**src/rtl/htab_pkg.sv**
```systemverilog
package htab_pkg;

    localparam int ENT_BITS    = 128;
    localparam int GROUP_SLOTS = 8;
    localparam int SLOT_W      = $clog2(GROUP_SLOTS);
    localparam int ENT_OFS_W   = $clog2(ENT_BITS / 8);

    // Entry field positions (decoded by the match stage)
    localparam int F_VALID   = 0;
    localparam int F_HID     = 1;
    localparam int F_TAG_LO  = 2;
    localparam int F_PP_LO   = 64;
    localparam int F_NX      = 66;
    localparam int F_WIMG_LO = 67;
    localparam int F_CHG     = 71;
    localparam int F_REF     = 72;
    localparam int F_RPN_LO  = 80;

    typedef enum logic {
        S_IDLE,
        S_READ
    } srch_state_e;

endpackage

```
**src/rtl/htab_hash.sv**
```systemverilog
module htab_hash #(
    parameter int HASH_W = 16
) (
    input  logic [HASH_W-1:0] seg_lo,
    input  logic [HASH_W-1:0] page_idx,
    input  logic [HASH_W-1:0] size_mask,
    output logic [HASH_W-1:0] pri_idx,
    output logic [HASH_W-1:0] sec_idx
);

    logic [HASH_W-1:0] raw_hash;

    always_comb begin
        raw_hash = seg_lo ^ page_idx;
        pri_idx  = raw_hash & size_mask;
        sec_idx  = ~raw_hash & size_mask;
    end

endmodule

```
**src/rtl/htab_entry_match.sv**
```systemverilog
module htab_entry_match
    import htab_pkg::*;
#(
    parameter int TAG_W = 35,
    parameter int RPN_W = 28
) (
    input  logic [ENT_BITS-1:0] entry,
    input  logic [TAG_W-1:0]    want_tag,
    input  logic                want_hid,
    output logic                hit,
    output logic [RPN_W-1:0]    rpn,
    output logic [1:0]          pp,
    output logic                nx,
    output logic [3:0]          wimg,
    output logic                ref_bit,
    output logic                chg_bit
);

    logic spare_bits;

    always_comb begin
        hit     = entry[F_VALID]
                  && (entry[F_HID] == want_hid)
                  && (entry[F_TAG_LO +: TAG_W] == want_tag);
        rpn     = entry[F_RPN_LO +: RPN_W];
        pp      = entry[F_PP_LO +: 2];
        nx      = entry[F_NX];
        wimg    = entry[F_WIMG_LO +: 4];
        ref_bit = entry[F_REF];
        chg_bit = entry[F_CHG];
    end

    // fields reserved for software and padding
    assign spare_bits = ^{entry[F_PP_LO-1:F_TAG_LO+TAG_W],
                          entry[F_RPN_LO-1:F_REF+1],
                          entry[ENT_BITS-1:F_RPN_LO+RPN_W]};

endmodule

```
**src/rtl/htab_group_search.sv**
```systemverilog
module htab_group_search
    import htab_pkg::*;
#(
    parameter int VSID_W    = 24,
    parameter int PIDX_W    = 16,
    parameter int HASH_W    = 16,
    parameter int ABBR_DROP = 5,
    parameter int ADDR_W    = 32,
    parameter int RPN_W     = 28
) (
    input  logic                clk,
    input  logic                rst_n,
    input  logic [ADDR_W-1:0]   cfg_base,
    input  logic [HASH_W-1:0]   cfg_mask,
    input  logic                req_valid,
    output logic                req_ready,
    input  logic [VSID_W-1:0]   req_vsid,
    input  logic [PIDX_W-1:0]   req_pidx,
    output logic                rd_req,
    output logic [ADDR_W-1:0]   rd_addr,
    input  logic                rd_ack,
    input  logic [ENT_BITS-1:0] rd_data,
    output logic                resp_valid,
    output logic                resp_fault,
    output logic                resp_secondary,
    output logic [RPN_W-1:0]    resp_rpn,
    output logic [1:0]          resp_pp,
    output logic                resp_nx,
    output logic [3:0]          resp_wimg,
    output logic                resp_ref,
    output logic                resp_chg
);

    localparam int TAG_W     = VSID_W + PIDX_W - ABBR_DROP;
    localparam int LAST_SLOT = GROUP_SLOTS - 1;

    typedef struct packed {
        srch_state_e       st;
        logic              pass;
        logic [SLOT_W-1:0] slot;
        logic [HASH_W-1:0] pri_idx;
        logic [HASH_W-1:0] sec_idx;
        logic [TAG_W-1:0]  tag;
        logic              rvalid;
        logic              fault;
        logic              sec;
        logic [RPN_W-1:0]  rpn;
        logic [1:0]        pp;
        logic              nx;
        logic [3:0]        wimg;
        logic              refb;
        logic              chg;
    } srch_regs_t;

    srch_regs_t r_d, r_q;

    logic [HASH_W-1:0] hash_pri, hash_sec, cur_idx;
    logic              ent_hit;
    logic [RPN_W-1:0]  ent_rpn;
    logic [1:0]        ent_pp;
    logic              ent_nx;
    logic [3:0]        ent_wimg;
    logic              ent_ref, ent_chg;

    htab_hash #(.HASH_W(HASH_W)) hash_i (
        .seg_lo   (req_vsid[HASH_W-1:0]),
        .page_idx (req_pidx[HASH_W-1:0]),
        .size_mask(cfg_mask),
        .pri_idx  (hash_pri),
        .sec_idx  (hash_sec)
    );

    htab_entry_match #(.TAG_W(TAG_W), .RPN_W(RPN_W)) match_i (
        .entry   (rd_data),
        .want_tag(r_q.tag),
        .want_hid(r_q.pass),
        .hit     (ent_hit),
        .rpn     (ent_rpn),
        .pp      (ent_pp),
        .nx      (ent_nx),
        .wimg    (ent_wimg),
        .ref_bit (ent_ref),
        .chg_bit (ent_chg)
    );

    always_comb begin
        cur_idx = r_q.pass ? r_q.sec_idx : r_q.pri_idx;
        rd_req  = (r_q.st == S_READ);
        rd_addr = cfg_base
                  + ADDR_W'({cur_idx, r_q.slot, {ENT_OFS_W{1'b0}}});
        req_ready = (r_q.st == S_IDLE);
    end

    always_comb begin
        r_d        = r_q;
        r_d.rvalid = 1'b0;
        case (r_q.st)
            S_IDLE: begin
                if (req_valid) begin
                    r_d.st      = S_READ;
                    r_d.pass    = 1'b0;
                    r_d.slot    = '0;
                    r_d.pri_idx = hash_pri;
                    r_d.sec_idx = hash_sec;
                    r_d.tag     = {req_vsid, req_pidx[PIDX_W-1:ABBR_DROP]};
                end
            end
            S_READ: begin
                if (rd_ack) begin
                    if (ent_hit) begin
                        r_d.st     = S_IDLE;
                        r_d.rvalid = 1'b1;
                        r_d.fault  = 1'b0;
                        r_d.sec    = r_q.pass;
                        r_d.rpn    = ent_rpn;
                        r_d.pp     = ent_pp;
                        r_d.nx     = ent_nx;
                        r_d.wimg   = ent_wimg;
                        r_d.refb   = ent_ref;
                        r_d.chg    = ent_chg;
                    end else if (r_q.slot != SLOT_W'(LAST_SLOT)) begin
                        r_d.slot = r_q.slot + 1'b1;
                    end else if (!r_q.pass) begin
                        r_d.pass = 1'b1;
                        r_d.slot = '0;
                    end else begin
                        r_d.st     = S_IDLE;
                        r_d.rvalid = 1'b1;
                        r_d.fault  = 1'b1;
                        r_d.sec    = 1'b1;
                        r_d.rpn    = '0;
                        r_d.pp     = '0;
                        r_d.nx     = 1'b0;
                        r_d.wimg   = '0;
                        r_d.refb   = 1'b0;
                        r_d.chg    = 1'b0;
                    end
                end
            end
            default: r_d.st = S_IDLE;
        endcase
    end

    always_ff @(posedge clk or negedge rst_n) begin
        if (!rst_n) begin
            r_q <= '0;
        end else begin
            r_q <= r_d;
        end
    end

    assign resp_valid     = r_q.rvalid;
    assign resp_fault     = r_q.fault;
    assign resp_secondary = r_q.sec;
    assign resp_rpn       = r_q.rpn;
    assign resp_pp        = r_q.pp;
    assign resp_nx        = r_q.nx;
    assign resp_wimg      = r_q.wimg;
    assign resp_ref       = r_q.refb;
    assign resp_chg       = r_q.chg;


    rd_addr_hold_chk: assert property (@(posedge clk) disable iff (!rst_n)
        rd_req && !rd_ack |=> rd_req && $stable(rd_addr));


    resp_pulse_chk: assert property (@(posedge clk) disable iff (!rst_n)
        resp_valid |=> !resp_valid);


    busy_not_ready_chk: assert property (@(posedge clk) disable iff (!rst_n)
        rd_req |-> !req_ready);


    accept_to_read_chk: assert property (@(posedge clk) disable iff (!rst_n)
        req_valid && req_ready |=> rd_req);


    hit_to_resp_chk: assert property (@(posedge clk) disable iff (!rst_n)
        rd_req && rd_ack && ent_hit |=> resp_valid && !resp_fault);

endmodule

```
**config.mk**
```make
export PLATFORM = sky130hd
export DESIGN_NAME = htab_group_search
export DESIGN_NICKNAME = d
export VERILOG_FILES = /design/src/rtl/htab_pkg.sv /design/src/rtl/htab_hash.sv /design/src/rtl/htab_entry_match.sv /design/src/rtl/htab_group_search.sv
export SDC_FILE = /design/constraint.sdc
export NUM_CORES = 1
export LEC_CHECK = 0
export ABC_AREA = 1
export BUFFER_PORTS_ARGS = -buffer_cell sky130_fd_sc_hd__buf_2
export CORE_ASPECT_RATIO = 0.6
export CORE_UTILIZATION = 40
export CTS_CLUSTER_DIAMETER = 200
export DETAILED_ROUTE_END_ITERATION = 6
export HOLD_SLACK_MARGIN = 0.12
export PLACE_DENSITY = 0.67
export SYNTH_ARGS = -nofsm -noshare
export SYNTH_HDL_FRONTEND = slang
export SYNTH_HIERARCHICAL = 1
export SYNTH_SLANG_ARGS = --single-unit
```
**constraint.sdc**
```tcl
create_clock -name clk -period 2.7 [get_ports clk]
set_input_delay 0 -clock clk [delete_from_list [all_inputs] [get_ports clk]]
set_output_delay 0 -clock clk [all_outputs]
set_load 0.005 [all_outputs]
```
## Word level (Yosys, flattened, before mapping)

Index checks and enable logic that the tools add are counted.

| cells by class | value |
|---|---|
| add/subtract/negate cells | 2 |
| multiply operators | 0 |
| div/mod/pow operators | 0 |
| order comparisons | 0 |
| eq/ne operators | 9 |
| shifts and indexed selects | 0 |
| muxes and demuxes | 15 |
| bitwise gates (word level) | 5 |
| reduce and logical (&&, ||, !) cells | 7 |

Operators with widths:

| operator | number |
|---|---|
| $mux W40 | 5 |
| $mux W72 | 1 |
| $eq A35 B35 Y1 | 1 |
| $add A32 B23 Y32 | 1 |
| $and A16 B16 Y16 | 2 |
| $mux W16 | 1 |
| $not A16 Y16 | 1 |
| $xor A16 B16 Y16 | 1 |
| $reduce_and A4 Y1 | 3 |
| $ne A2 B2 Y1 const B | 5 |
| $pmux W5 S2 | 1 |
| $mux W3 | 2 |
| $mux W5 | 1 |
| $mux W4 | 1 |
| $add A3 B1 Y3 const B | 1 |
| $ne A3 B2 Y1 const B | 1 |
| $ne A3 B3 Y1 const B | 1 |
| $logic_and A1 B1 Y1 | 2 |
| $mux W1 | 2 |
| $mux W2 | 1 |
| $reduce_and A2 Y1 | 1 |
| $reduce_bool A2 Y1 | 1 |
| $eq A1 B1 Y1 | 1 |
| $not A1 Y1 | 1 |

| word-level totals | value |
|---|---|
| flip-flop bits (word level) | 112 |
| latch bits | 0 |
| bits in writable memories | 0 |
| memory bits (read-only) | 0 |
| output and inout port bits | 74 |
| word-level logic and storage cells | 53 |
| memories | 0 |

## Logic depth before layout (Yosys ltp)

Gate-level depths: netlist of the first run.

| depth | value |
|---|---|
| depth after elaboration | 6 |
| gate-level depth with buffers | 16 |
| gate-level depth less buffers | 15 |

## Hierarchy

Netlist of the first run, hierarchy kept.

By module, submodules not included:

| module | instances | cells each | area an instance (sq um) | sequential area each (sq um) |
|---|---|---|---|---|
| htab_group_search | 1 | 840 | 6336.1 | 2802.7 |
| htab_entry_match | 1 | 189 | 920.9 | 0.0 |
| htab_hash | 1 | 176 | 740.7 | 0.0 |

## Least setup slack after synthesis of the first run

No wires, ideal clock.

| timing | value |
|---|---|
| path kind | flip-flop to output port |
| start | register r_q[110] (netlist bit) |
| end | output port rd_addr[29] |
| arrival | 1936 ps |
| setup slack | 764 ps |
| cell stages (with the launch flop) | 15 |
| cell sequence | dfrtp_1 buf_6 inv_4 clkbuf_1 nand2_1 nand2_1 ha_1 nand2_1 nor2_1 inv_1 nor3_1 nand2_1 nand3_1 nand2_1 nand2_1 |

| on the way | value |
|---|---|
| longest elaborated chain between the ends | 2 |

RTL lines:

| item | RTL line | text |
|---|---|---|
| from (decl) | htab_group_search.sv:55 | `srch_regs_t r_d, r_q;` |
| from (signal assigned) | htab_group_search.sv:148 | `r_q <= r_d;` |
| $mux W16 | htab_group_search.sv:87 | `cur_idx = r_q.pass ? r_q.sec_idx : r_q.pri_idx;` |
| $add A32 B23 Y32 | htab_group_search.sv:90 | `+ ADDR_W'({cur_idx, r_q.slot, {ENT_OFS_W{1'b0}}});` |
| to (decl) | htab_group_search.sv:20 | `output logic [ADDR_W-1:0] rd_addr,` |

No other way between the ends.

## Worst setup path in the final report of the first run

| timing | value |
|---|---|
| start | register r_q[110] (netlist bit) |
| end | output port rd_addr[31] |

The elaborated chain is that of the path after synthesis.

==> results.ini, run 1 <==
[clocking]
clockRootBuffer=clkbuf_16
cts_setup_buffers=0
numCtsBuffers=9
clockBufferDepth=2
clk_latency_ns=0.37
clk_pin_slew_ns=0.09
htreeDepth=3
cts_tree=built
cts_sinks=112

[die]
fp.dieW_um=185
io_pins=294
initial_utilization_pct=41.4
core.rowCount=39
coreArea_um2=19300
die-height_um=112
dieArea_um2=20600

[worst_setup_path]
arrival_ns=2.57
reg2reg_depth=13
path_class=reg2out
slowest_stage=dfrtp_1
path_depth=13
path_max_fanout=18
critPathMaxStageDelay_ns=0.43
crit_family=simple AND/OR/NAND/NOR gates
critical_path_buf_inv_count=2
crit_required_ns=2.70
start_kind=register
endpoint_kind=primary output
crit_top_cell=nand2_1
path_cells=buf_6 -> nand2_1 -> nand2_1 -> ha_2 -> nand2_1 -> nor2_1 -> nand2_1 -> nor3_1 -> nand2_1 -> nand2_1 -> nand2_1 -> nand2_1 -> buf_2

[final_layout]
layout.cells.most_common_list=nand2_1, buf_2, inv_1, dfrtp_1, dlygate4sd3_1
nets=1702
register_area_um2=2800
multiInputGateArea_um2=3970
final_cells=1731
fillCellCount=1879
area_growth_pct=29.2
drive_gt1_share_pct=22.7
final_common_cell=nand2_1
antennaDiodeCount=0

[sta]
worst_pin_slew_ns=0.835
worst_hold_slack_ns=0.131
finalSetupViolations=0
slew_headroom_pct=44.3
post-route-min-period_ns=2.57
finalSetupTns_ns=0
fin_skew_ns=0.0188
period_share_pct=95.2
rsz0062_at_grt=yes
hold_viol=0
finalMaxSlewViolations=0
max_freq_mhz=389

[flow_run]
max_cap_viol_count=0

[power_and_ir_drop]
power_density_nw_per_um2=737
p_leak_nw=6.14
ir_worst_vdd_mv=0.329

[global_route]
grt_pass1_vias=7656
grt_max_degree=69
grt.overflow.total=0
antenna_found_initial=0
grt_pass1_wl_um=37800
grt_use_total_pct=23.5

[detailed_routing]
ant_nets=0
dr_wl_met2_um=10000
wl_met3_um=1460
route.detailed.drc=0
wire_per_inst_um=13.6
vias=7953
routed_wl_um=23500
first_pass_iters=7
wl_met1_um=11700
drt_iter0_markers=468
top_layer=met4
vias_per_cell=4.59

[run_status]
status=completed

[synthesis]
ys.warnings.count=6
synth-seq-area-share_pct=35.0
syn_area_per_cell_um2=6.64
synth_cell_types=32
syn_inst=1205
synth_nets=1447
syn_area_um2=8000
ys_ff_latch=112

[placed_design]
numPortBuffers=231
post-place-cells=1610
routabilityCongestion=0.916
dp_hpwl_um=17000

[min_path]
hold_class=in2async

-- sequential cells by signal, summed over array words and instances, names as in the netlist --
register / count
r_q: 71
resp_chg: 1
resp_valid: 1
resp_rpn: 28
resp_fault: 1
resp_secondary: 1
resp_pp: 2
resp_ref: 1
resp_wimg: 4
resp_nx: 1
rd_req: 1
-- per-layer routing --
| metal | vias to the layer above | global-route usage [%] |
|---|---|---|
| met5 | - | 0 |
| met4 | 0 | 4.06 |
| met3 | 19 | 4.78 |
| met2 | 234 | 37.3 |
| met1 | 3618 | 33.2 |
| li1 | 4082 | - |
-- Yosys cell counts --
library cell / instances / area, µm²
a21oi_1: 14 / 70.1
a22o_1: 37 / 324
and2_1: 4 / 25.0
and3_1: 1 / 6.26
buf_2: 6 / 30.0
buf_4: 76 / 571
buf_6: 4 / 45.0
clkbuf_1: 13 / 48.8
dfrtp_1: 112 / 2800
fa_1: 1 / 20.0
ha_1: 21 / 263
inv_1: 154 / 578
inv_2: 12 / 45.0
inv_4: 2 / 12.5
nand2_1: 561 / 2110
nand2_2: 1 / 6.26
nand3_1: 37 / 185
nand3b_1: 1 / 7.51
nand4_1: 10 / 62.6
nor2_1: 58 / 218
nor2_2: 34 / 213
nor2_8: 1 / 20.0
nor3_1: 3 / 15.0
nor3_2: 1 / 10.0
o211ai_1: 1 / 7.51
o21ai_0: 6 / 30.0
o21ai_1: 5 / 25.0
o21ai_2: 1 / 8.76
o32ai_1: 1 / 8.76
or2_0: 1 / 6.26
xnor2_1: 7 / 61.3
xor2_1: 19 / 166
-- per-stage QoR --
stage / setup WS [ns] / power [mW] / instance area, µm² / util [%]
2_1_floorplan: 0.764 / 4.71 / 8000 / -
3_3_place_gp: 0.407 / 5.88 / 8870 / 45.9
3_5_place_dp: 0.386 / 5.93 / 8870 / 45.9
4_1_cts: 0.0206 / 7.47 / 10200 / 52.9
5_1_grt: -0.0410 / 8.31 / 10300 / 53.5
6_report: 0.130 / 7.61 / 10300 / 53.5
-- what timing repair did --
| item | 4_1_cts | 5_1_grt |
|---|---|---|
| setup endpoints to repair | 0 | 17 |
| hold buffers | 105 | 0 |
| resized for setup | 0 | 31 |
| hold endpoints to repair | 187 | 0 |
-- kinds of logic after synthesis --
family          after synthesis  share of synthesized area [%]
flops                       112                           35.0
compound gates               65                           5.93
fa+ha+maj                    22                           3.54
buf+inv                     267                           16.6
simple gates                713                           36.0
xor+xnor                     26                           2.85
-- worst paths after layout --
kind                             start           to  slack, ns
max in group asynchronous        rst_n     r_q[103]       1.73
min reg2reg                    r_q[96]      r_q[96]       0.47
max                           r_q[110]  rd_addr[31]       0.13
min in group clk           cfg_base[4]   rd_addr[4]       0.30
max reg2reg                   r_q[110]  resp_rpn[8]       0.42
min                              rst_n      r_q[68]       0.13
-- final cells by class --
class / instances / share of cell area [%]
inverters: 168 / 6.17
repair buffers: 343 / 22.0
flip-flops and latches: 112 / 27.1
multi-input cells: 826 / 38.4
clock buffers: 9 / 2.18
clock inverters: 7 / 0.823
well taps: 266 / 3.22
-- report_power, final --
part / switching (mW) / leakage, nW / internal, mW / total, mW
Combinational: 2.28 / 4.51 / 1.48 / 3.75
Sequential: 0.326 / 1.48 / 2.14 / 2.47
Clock: 0.731 / 0.146 / 0.664 / 1.39
Total: 3.33 / 6.14 / 4.28 / 7.61
(Power assumes the default switching activity.)
==> inputs of run 2 (changes only) <==
GPL_TIMING_DRIVEN = 0   (was default)
clock period = 2.4 ns   (was 2.7 ns; I/O delays follow)
==> results.ini, run 2 (synthesis results as in run 1) <==
[detailed_routing]
first_pass_iters=5
drt_iter0_markers=629
vias=8497
routed_wl_um=25800
route.detailed.drc=0
wire_per_inst_um=14.2
vias_per_cell=4.69
ant_nets=0

[die]
dieArea_um2=20600
core.rowCount=39
coreArea_um2=19300
io_pins=294
fp.dieW_um=185
die-height_um=112
initial_utilization_pct=41.4

[clocking]
clockBufferDepth=2
numCtsBuffers=9
cts_tree=built
cts_sinks=112
clk_latency_ns=0.36
clk_pin_slew_ns=0.07
clockRootBuffer=clkbuf_16
htreeDepth=3

[sta]
finalSetupViolations=13
post-route-min-period_ns=2.53
worst_pin_slew_ns=0.610
finalSetupTns_ns=-0.586
worst_slack_ns=-0.128
period_share_pct=105
finalMaxSlewViolations=0
slew_headroom_pct=59.4
hold_viol=0
max_freq_mhz=396
fin_skew_ns=0.00781
rsz0062_at_grt=yes

[global_route]
grt.overflow.total=0
grt_pass1_vias=8372
antenna_found_initial=0
grt_max_degree=89
grt_pass1_wl_um=41100
grt_use_total_pct=25.6

[worst_setup_path]
path_class=reg2out
reg2reg_depth=13
crit_required_ns=2.40
rr_endpoint=resp_rpn[10]
r2r_setup_slack_ns=0.12
cp-startpoint=r_q[110]
critPathMaxStageDelay_ns=0.37
endpoint_kind=primary output
path_cells=buf_6 -> inv_8 -> clkbuf_16 -> nand2_1 -> nand2_2 -> ha_4 -> nand4_1 -> nor2_2 -> nand4_1 -> nand3_1 -> nand2_1 -> nand2_1 -> buf_2
r2r_start=r_q[110]
slowest_stage=dfrtp_1
path_max_fanout=10
crit_top_cell=nand2_1
arrival_ns=2.53
start_kind=register

[final_layout]
largest_reg_flops=71
final_util_pct=59.8
final_common_cell=nand2_1
antennaDiodeCount=0
nets=1783
layout.cells.most_common_list=nand2_1, buf_2, inv_1, dfrtp_1, dlygate4sd3_1
top_register=r_q
area_growth_pct=44.6
drive_gt1_share_pct=32.4

[power_and_ir_drop]
swShare_pct=43.9
power_frac_clock_pct=15.1
internal_power_mw=5.49
pwr-share-comb_pct=56.3
p_leak_nw=6.68
p_sw_mw=4.29
ir_worst_vdd_mv=0.454
pwr-share-seq_pct=28.6
power_density_nw_per_um2=846

[run_status]
status=finished with violations
violations=setup timing

[placed_design]
routabilityCongestion=0.931
numPortBuffers=198
dp_hpwl_um=18500

[min_path]
hold_class=in2async

[flow_run]
max_cap_viol_count=0

run 2: routing by layer:
layer | routed length, µm | global-route usage, % | up-vias
met2 | 11300 | 40.4 | 306
met4 | 239 | 4.89 | 0
met5 | 0 | 0 | -
li1 | - | - | 4240
met1 | 12300 | 35.8 | 3935
met3 | 1930 | 6.12 | 16
run 2: worst max path at each step:
stage | endpoint | slack (ns) | depth (start not counted)
after floorplan | rd_addr[29] | 0.46 | 14
after global placement | rd_addr[20] | -0.30 | 13
after detailed placement | rd_addr[20] | -0.29 | 13
after CTS | rd_addr[23] | -0.06 | 15
after global routing | rd_addr[24] | -0.26 | 13
final | rd_addr[24] | -0.13 | 13
run 2: cell type report:
class / count / area (µm²)
multi-input combinational: 826 / 4540
buffer: 99 / 731
tap: 266 / 333
clock buffer: 11 / 233
inverter: 168 / 643
sequential: 112 / 2800
clock inverter: 5 / 40.0
fill: 1738 / 7760
timing repair buffer: 325 / 2240
run 2: stage by stage:
stage / std cells / total power, mW / instance area, µm² / hold slack (ns) / worst slack [ns]
6_report: 1812 / 9.78 / 11600 / 0.150 / -0.128
5_1_grt: 1812 / 10.5 / 11600 / 0.152 / -0.256
4_1_cts: 1801 / 9.16 / 11200 / 0.137 / -0.0557
3_5_place_dp: 1670 / 6.71 / 9360 / -0.120 / -0.287
3_3_place_gp: 1669 / 6.65 / 9320 / 0.167 / -0.301
2_1_floorplan: 1205 / 5.30 / 8000 / -0.296 / 0.464
run 2: power groups by stage:
stage               logic [mW]  registers, mW  clock network, mW
global placement          3.85           2.80                  0
detailed placement        3.90           2.81                  0
floorplan                 2.59           2.71                  0
global route              6.09           2.86               1.58
finish                    5.51           2.80               1.47
CTS                       4.88           2.77               1.51
run 2: repair_timing:
item	in CTS	in global routing
pin swaps	25	31
gates resized for setup	103	83
hold endpoints to repair	219	0
hold buffers	102	0
setup buffers	13	11
endpoints found under the setup margin	31	50
run 2: worst max-delay path, delay by kind of cell (launching register included):
family / cells / cell delay [ns]
adder cells (fa/ha/maj): 1 / 0.33
flip-flops: 1 / 0.37
buffers and inverters: 4 / 0.50
AND/OR/NAND/NOR: 8 / 0.97
